==> config.mk <==
export PLATFORM = sky130hd
export DESIGN_NAME = lpm_clkgate_ctrl
export DESIGN_NICKNAME = d
export VERILOG_FILES = /design/src/rtl/lpm_pkg.sv /design/src/rtl/lpm_wake_detect.sv /design/src/rtl/lpm_mode_fsm.sv /design/src/rtl/lpm_gate_regs.sv /design/src/rtl/lpm_clkgate_ctrl.sv
export SDC_FILE = /design/constraint.sdc
export NUM_CORES = 1
export LEC_CHECK = 0
export ABC_AREA = 1
export BUFFER_PORTS_ARGS = -buffer_cell sky130_fd_sc_hd__buf_2
export CORE_ASPECT_RATIO = 1.75
export CORE_MARGIN = 10
export CORE_UTILIZATION = 54
export DETAILED_ROUTE_END_ITERATION = 12
export PLACE_DENSITY = 0.84
export SYNTH_ARGS = -nofsm -noshare
export SYNTH_HDL_FRONTEND = slang
export SYNTH_SLANG_ARGS = --single-unit
==> constraint.sdc <==
create_clock -name clk -period 2.23 [get_ports clk]
set_input_delay 0.223 -clock clk [delete_from_list [all_inputs] [get_ports clk]]
set_output_delay 0.223 -clock clk [all_outputs]
set_load 0.05 [all_outputs]
==> src/rtl/lpm_pkg.sv <==
package lpm_pkg;
  localparam int PRIO_W = 3;

  typedef enum logic [2:0] {
    ST_RUN, ST_WAIT, ST_DOZE, ST_STOP_PEND, ST_STOP
  } lpm_state_e;

  localparam logic [1:0] MODE_RUN  = 2'd0;
  localparam logic [1:0] MODE_WAIT = 2'd1;
  localparam logic [1:0] MODE_DOZE = 2'd2;
  localparam logic [1:0] MODE_STOP = 2'd3;

  // True when a priority beats both the wakeup threshold and the core mask.
  function automatic logic prio_beats(input logic [PRIO_W-1:0] p,
                                      input logic [PRIO_W-1:0] thresh,
                                      input logic [PRIO_W-1:0] cmask);
    return (p != '0) && (p > thresh) && (p > cmask);
  endfunction

  // Externally visible mode; stop-pending still reads as run.
  function automatic logic [1:0] state_to_mode(input lpm_state_e s);
    case (s)
      ST_WAIT: return MODE_WAIT;
      ST_DOZE: return MODE_DOZE;
      ST_STOP: return MODE_STOP;
      default: return MODE_RUN;
    endcase
  endfunction
endpackage

==> src/rtl/lpm_wake_detect.sv <==
module lpm_wake_detect
  import lpm_pkg::*;
#(
  parameter int NUM_IRQ = 8
) (
  input  logic                        clk,
  input  logic                        rst_n,
  input  logic [NUM_IRQ-1:0]          irq_pend,
  input  logic [NUM_IRQ*PRIO_W-1:0]   irq_prio,
  input  logic [PRIO_W-1:0]           wake_thresh,
  input  logic [PRIO_W-1:0]           core_mask,
  input  logic [NUM_IRQ-1:0]          irq_ctrl_mask,
  input  logic [NUM_IRQ-1:0]          irq_src_en,
  output logic                        wake_hit
);
  logic [NUM_IRQ-1:0] line_ok;
  logic [NUM_IRQ-1:0] line_open;

  assign line_open = irq_pend & ~irq_ctrl_mask & irq_src_en;

  for (genvar i = 0; i < NUM_IRQ; i++) begin : g_line
    assign line_ok[i] = line_open[i] &
                        prio_beats(irq_prio[i*PRIO_W +: PRIO_W], wake_thresh, core_mask);


    no_level0_wake_chk: assert property (@(posedge clk) disable iff (!rst_n)
      line_ok[i] |-> (irq_prio[i*PRIO_W +: PRIO_W] != '0));
  end

  assign wake_hit = |line_ok;


  masked_no_wake_chk: assert property (@(posedge clk) disable iff (!rst_n)
    wake_hit |-> (|(irq_pend & ~irq_ctrl_mask & irq_src_en)));
endmodule

==> src/rtl/lpm_mode_fsm.sv <==
module lpm_mode_fsm
  import lpm_pkg::*;
(
  input  logic        clk,
  input  logic        rst_n,
  input  logic        mode_req_valid,
  input  logic [1:0]  mode_req,
  input  logic        sys_idle,
  input  logic        wake_hit,
  output lpm_state_e  state_q,
  output lpm_state_e  state_d,
  output logic        wake_q
);
  logic in_low_power;
  logic take_wake;

  assign in_low_power = (state_q != ST_RUN);
  assign take_wake    = in_low_power && wake_hit;

  always_comb begin
    state_d = state_q;
    unique case (state_q)
      ST_RUN: begin
        if (mode_req_valid) begin
          case (mode_req)
            MODE_WAIT: state_d = ST_WAIT;
            MODE_DOZE: state_d = ST_DOZE;
            MODE_STOP: state_d = ST_STOP_PEND;
            default:   state_d = ST_RUN;
          endcase
        end
      end
      ST_STOP_PEND: begin
        if (wake_hit)      state_d = ST_RUN;
        else if (sys_idle) state_d = ST_STOP;
      end
      default: begin
        if (wake_hit) state_d = ST_RUN;
      end
    endcase
  end

  always_ff @(posedge clk or negedge rst_n) begin
    if (!rst_n) begin
      state_q <= ST_RUN;
      wake_q  <= 1'b0;
    end else begin
      state_q <= state_d;
      wake_q  <= take_wake;
    end
  end


  stop_waits_idle_chk: assert property (@(posedge clk) disable iff (!rst_n)
    (state_q == ST_STOP_PEND && !sys_idle && !wake_hit) |=> (state_q == ST_STOP_PEND));


  wake_to_run_chk: assert property (@(posedge clk) disable iff (!rst_n)
    (in_low_power && wake_hit) |=> (state_q == ST_RUN && wake_q));


  wake_single_pulse_chk: assert property (@(posedge clk) disable iff (!rst_n)
    wake_q |=> !wake_q);


  req_ignored_chk: assert property (@(posedge clk) disable iff (!rst_n)
    (state_q == ST_WAIT && !wake_hit) |=> (state_q == ST_WAIT));
endmodule

==> src/rtl/lpm_gate_regs.sv <==
module lpm_gate_regs
  import lpm_pkg::*;
#(
  parameter int NUM_PERIPH = 4
) (
  input  logic                  clk,
  input  logic                  rst_n,
  input  lpm_state_e            state_d,
  input  lpm_state_e            state_q,
  input  logic [NUM_PERIPH-1:0] doze_keep,
  output logic                  cpu_en,
  output logic                  mem_en,
  output logic [NUM_PERIPH-1:0] per_en
);
  logic core_on_d;

  assign core_on_d = (state_d == ST_RUN) || (state_d == ST_STOP_PEND);

  always_ff @(posedge clk or negedge rst_n) begin
    if (!rst_n) begin
      cpu_en <= 1'b1;
      mem_en <= 1'b1;
    end else begin
      cpu_en <= core_on_d;
      mem_en <= core_on_d;
    end
  end

  for (genvar i = 0; i < NUM_PERIPH; i++) begin : g_per
    logic per_on_d;
    always_comb begin
      unique case (state_d)
        ST_DOZE: per_on_d = doze_keep[i];
        ST_STOP: per_on_d = 1'b0;
        default: per_on_d = 1'b1;
      endcase
    end
    always_ff @(posedge clk or negedge rst_n) begin
      if (!rst_n) per_en[i] <= 1'b1;
      else        per_en[i] <= per_on_d;
    end
  end


  run_all_on_chk: assert property (@(posedge clk) disable iff (!rst_n)
    (state_q == ST_RUN || state_q == ST_STOP_PEND) |-> (cpu_en && mem_en && (&per_en)));


  wait_gate_chk: assert property (@(posedge clk) disable iff (!rst_n)
    (state_q == ST_WAIT) |-> (!cpu_en && !mem_en && (&per_en)));


  doze_follow_chk: assert property (@(posedge clk) disable iff (!rst_n)
    (state_q == ST_DOZE && $past(state_d == ST_DOZE)) |-> (!cpu_en && per_en == $past(doze_keep)));


  stop_all_off_chk: assert property (@(posedge clk) disable iff (!rst_n)
    (state_q == ST_STOP) |-> (!cpu_en && !mem_en && (per_en == '0)));
endmodule

==> src/rtl/lpm_clkgate_ctrl.sv <==
module lpm_clkgate_ctrl
  import lpm_pkg::*;
#(
  parameter int NUM_PERIPH = 4,
  parameter int NUM_IRQ    = 8
) (
  input  logic                      clk,
  input  logic                      rst_n,
  input  logic                      mode_req_valid,
  input  logic [1:0]                mode_req,
  input  logic [NUM_PERIPH-1:0]     doze_keep,
  input  logic [2:0]                wake_thresh,
  input  logic [2:0]                core_mask,
  input  logic [NUM_IRQ-1:0]        irq_pend,
  input  logic [NUM_IRQ*3-1:0]      irq_prio,
  input  logic [NUM_IRQ-1:0]        irq_ctrl_mask,
  input  logic [NUM_IRQ-1:0]        irq_src_en,
  input  logic                      sys_idle,
  output logic                      cpu_clk_en,
  output logic                      mem_clk_en,
  output logic [NUM_PERIPH-1:0]     per_clk_en,
  output logic                      wake,
  output logic [1:0]                cur_mode
);
  lpm_state_e state_q;
  lpm_state_e state_d;
  logic       wake_hit;

  lpm_wake_detect #(.NUM_IRQ(NUM_IRQ)) u_detect (
    .clk(clk), .rst_n(rst_n),
    .irq_pend(irq_pend), .irq_prio(irq_prio),
    .wake_thresh(wake_thresh), .core_mask(core_mask),
    .irq_ctrl_mask(irq_ctrl_mask), .irq_src_en(irq_src_en),
    .wake_hit(wake_hit)
  );

  lpm_mode_fsm u_fsm (
    .clk(clk), .rst_n(rst_n),
    .mode_req_valid(mode_req_valid), .mode_req(mode_req),
    .sys_idle(sys_idle), .wake_hit(wake_hit),
    .state_q(state_q), .state_d(state_d), .wake_q(wake)
  );

  lpm_gate_regs #(.NUM_PERIPH(NUM_PERIPH)) u_gates (
    .clk(clk), .rst_n(rst_n),
    .state_d(state_d), .state_q(state_q), .doze_keep(doze_keep),
    .cpu_en(cpu_clk_en), .mem_en(mem_clk_en), .per_en(per_clk_en)
  );

  assign cur_mode = state_to_mode(state_q);


  mode_on_edge_chk: assert property (@(posedge clk) disable iff (!rst_n)
    (cur_mode == 2'd1) |-> (!cpu_clk_en && !mem_clk_en));
endmodule

==> impl_metrics.toml <==
[setup_path]
cp.buffers_inverters = 2
ff_to_ff_end = "u_gates.per_en[1]$_DFF_PN1_"
worstPathMaxFanout = 8
crit_family = "simple AND/OR/NAND/NOR gates"
cp_data_required_time_ps = 2390
path_class = "in2reg"
cp-end-kind = "flop"
critical_path.slowest_cell = "sky130_fd_sc_hd__ha_1"
critical-path-max-stage-delay_ps = 320
reg2reg_setup_slack_ps = 840
length_in_cells_of_the_worst_reg_to_reg_path = 9
critical_path_start_type = "input port"
worst_ep_arrival_time_ps = 1990
crit_top_cell = "sky130_fd_sc_hd__nand2_1"
regToRegStartpoint = "u_fsm.state_q[1]$_DFF_PN0_"
worstPathCellList = "buf_2 > inv_1 > ha_1 > nand2_1 > nand2_1 > nor2_1 > nor2_1 > nand2_2 > nand2_4 > nor2_8 > nand3_4 > nor2_1 > nand2_1 > nand2_2 > nand2_1"

[power]
p_sw_share_pct = 54.4
clock_power_share_pct = 12.0
design_power_total_mw = 1.56
power.switching_mw = 0.851
power_frac_comb_pct = 68.5
p_seq_share_pct = 19.5
power.internal_mw = 0.712
power.density_nw_per_um2 = 651
static_leakage_nw = 1.47
power.ir.vdd_worst_mv = 0.755

[timing]
min_period_over_period_pct = 82.0
fin_setup_tns_ps = 0
worst_hold_slack_ps = 216
skew_ps = 3.63
period_minus_slack_ps = 1830
timing.final.hold_violations = 0
setup_viol_count_final = 0
max-slew-margin-rel_pct = 74.7
fmaxAchievable_mhz = 547
rsz0062_at_grt = "no"
finalMaxSlewViolations = 0
worst_slew_pin_slew_ps = 379

[placed_design]
dp.final_hpwl_mm = 4.41
buffer_ports.inserted = 72
dp.cells = 420
globalplace.congestion = 0.865
placed_area_um2 = 2350

[logic_synthesis]
synth_flop_cell = "sky130_fd_sc_hd__dfstp_2"
synth.distinct_cells = 18
post_synth_main_area_contributors = "sky130_fd_sc_hd__ha_1 (31%), sky130_fd_sc_hd__nand2_1 (16%), sky130_fd_sc_hd__nor2_1 (12%)"
yosysWarningCount = 0
synth.net_count = 416
synthDominantAreaCellType = "sky130_fd_sc_hd__ha_1"
synth_commonest_cells = "sky130_fd_sc_hd__nand2_1 (81), sky130_fd_sc_hd__nor2_1 (63), sky130_fd_sc_hd__ha_1 (48)"
post_synthesis_sequential_area_ratio_pct = 11.9
synth.avg_cell_area_um2 = 6.38
synth_largest_type_area_fraction_pct = 31.0
synth_enable_flop_cells = 0
yosys.cell_count.top_type = "sky130_fd_sc_hd__nand2_1"
netlist_area_before_placement_um2 = 1940
syn_inst = 304
synthArstFlopShare_pct = 100
number_of_synthesized_register_bits = 9

[routing]
detail_route.wirelength_mm = 5.01
detail_route.drc_violations = 0
ant_nets = 0
detailroute.via_count = 2100
drt-vias-per-instance = 4.94
drt-wirelength-per-cell_um = 11.8
detail_route.first_pass.iterations = 4
drt-initial-drc-count = 65

[job]
maxCapViolations = 0

[clock_tree]
tritoncts.num_buffers = 3
cts_max_level = 1
number_of_buffers_between_clock_root_and_the_deepest_sink = 2
post_cts_resize_count = 0
clkSinkCount = 9
tritoncts = "done"
clk_transition_reported_paths_ps = 40
latest_clock_arrival_within_the_worst_skew_pair_ps = 230
root_buffer = "sky130_fd_sc_hd__clkbuf_8"

[worst_hold_path]
min-delay-start = "doze_keep[3]"
timing.hold.worst_endpoint = "u_gates.per_en[3]$_DFF_PN1_"
hold_path_depth = 3
hold_path.class = "in2reg"

[global_routing]
grt_antenna_before_repair = 0
grt_pass1_vias = 2177
globalRoute.totalOverflow = 0
overall_fraction_of_global_route_tracks_in_use_pct = 15.5
largest_net_degree_at_the_start_of_global_routing = 10
grt_first_pass_wirelength_mm = 8.56

[die]
core-area_um2 = 3430
i_o_pin_total = 73
fp.dieArea_um2 = 6480
floorplan.rows = 28
die-width_um = 65.3
fp.dieH_um = 99.3
start_util_pct = 56.5

[layout]
multiInputGateArea_um2 = 1530
nNetsFinal = 493
area_growth_pct = 24.0
layoutNonFillerInstCount = 425
postLayoutCellArea_um2 = 2400
num_antenna_cells = 0
sequential_cell_area_um2 = 231
drive_gt1_share_pct = 25.5
filler_cell_count = 322

[outcome]
run_status = "finished clean"
state kept, by name, summed over array words and instances, names as in the netlist:
| name | flops |
|---|---|
| u_gates.cpu_en | 1 |
| u_fsm.wake_q | 1 |
| u_fsm.state_q | 3 |
| u_gates.per_en | 4 |
power groups by stage:
stage / Combinational (mW) / Clock [mW] / Sequential, mW
finish: 1.07 / 0.188 / 0.304
detailed placement: 1.07 / 0 / 0.305
CTS: 1.08 / 0.187 / 0.303
global placement: 1.05 / 0 / 0.305
floorplan: 0.681 / 0 / 0.447
global route: 1.20 / 0.194 / 0.309
per-stage QoR:
step | setup slack, ps | util [%]
floorplan | 366 | -
global placement | 213 | 68.4
detailed placement | 161 | 68.4
CTS | 390 | 70.0
global route | 135 | 70.0
finish | 402 | 70.0
metal layers:
layer | share of wire, % | vias to the layer above | GRT usage [%]
li1 | - | 1124 | -
met1 | 36 | 904 | 13.9
met2 | 57 | 62 | 32.2
met3 | 4.8 | 10 | 2.81
met4 | 1.9 | 0 | 4.64
met5 | 0 | - | 0
logic make-up (layout without fill, tap and decap cells):
| group | after synthesis | in the layout | synth area share, % |
|---|---|---|---|
| adders and majority gates | 48 | 48 | 31.0 |
| buffers and inverters | 47 | 123 | 9.30 |
| AOI/OAI and AO/OA | 11 | 11 | 2.97 |
| and+or+nand+nor | 189 | 189 | 44.8 |
| DFF | 9 | 9 | 11.9 |
worst max path at each step:
stage / from / endpoint / slack, ps / cells past startpoint
2_1_floorplan: u_fsm.state_q[1]$_DFF_PN0_ / cur_mode[1] / 370 / 3
3_3_place_gp: core_mask[2] / u_gates.per_en[0]$_DFF_PN1_ / 210 / 15
3_5_place_dp: wake_thresh[2] / u_gates.per_en[1]$_DFF_PN1_ / 160 / 15
4_1_cts: core_mask[2] / u_gates.per_en[1]$_DFF_PN1_ / 390 / 15
5_1_grt: wake_thresh[2] / u_gates.per_en[1]$_DFF_PN1_ / 140 / 15
6_report: core_mask[2] / u_gates.per_en[1]$_DFF_PN1_ / 400 / 15
cell type report:
cell class	instances	share of cell area [%]
multi-input combinational	248	63.5
sequential	9	9.64
inverter	46	7.19
clock buffer	4	1.88
tap	45	2.34
timing repair buffer	73	15.4
worst min-delay path: cells and delay by family:
kind	cells	cell delay, ps
simple gates	2	120
buf+inv	1	100
placed cells by master, fill, tap and decap left out:
cell type and instances:
sky130_fd_sc_hd__a21oi_1 6, sky130_fd_sc_hd__a31oi_1 2, sky130_fd_sc_hd__buf_2 72, sky130_fd_sc_hd__clkbuf_1 1, sky130_fd_sc_hd__clkbuf_8 3, sky130_fd_sc_hd__dfrtp_1 4
sky130_fd_sc_hd__dfstp_2 5, sky130_fd_sc_hd__dlygate4sd3_1 1, sky130_fd_sc_hd__ha_1 48, sky130_fd_sc_hd__inv_1 44, sky130_fd_sc_hd__inv_2 2, sky130_fd_sc_hd__nand2_1 81
sky130_fd_sc_hd__nand2_2 5, sky130_fd_sc_hd__nand2_4 4, sky130_fd_sc_hd__nand3_1 25, sky130_fd_sc_hd__nand3_2 2, sky130_fd_sc_hd__nand3_4 2, sky130_fd_sc_hd__nand4_1 5
sky130_fd_sc_hd__nor2_1 63, sky130_fd_sc_hd__nor2_8 2, sky130_fd_sc_hd__o21ai_0 3
repair_timing:
action	in CTS	in global routing
buffers inserted	0	0
hold endpoints to repair	4	0
hold buffers	1	0
(Power assumes the default switching activity.)
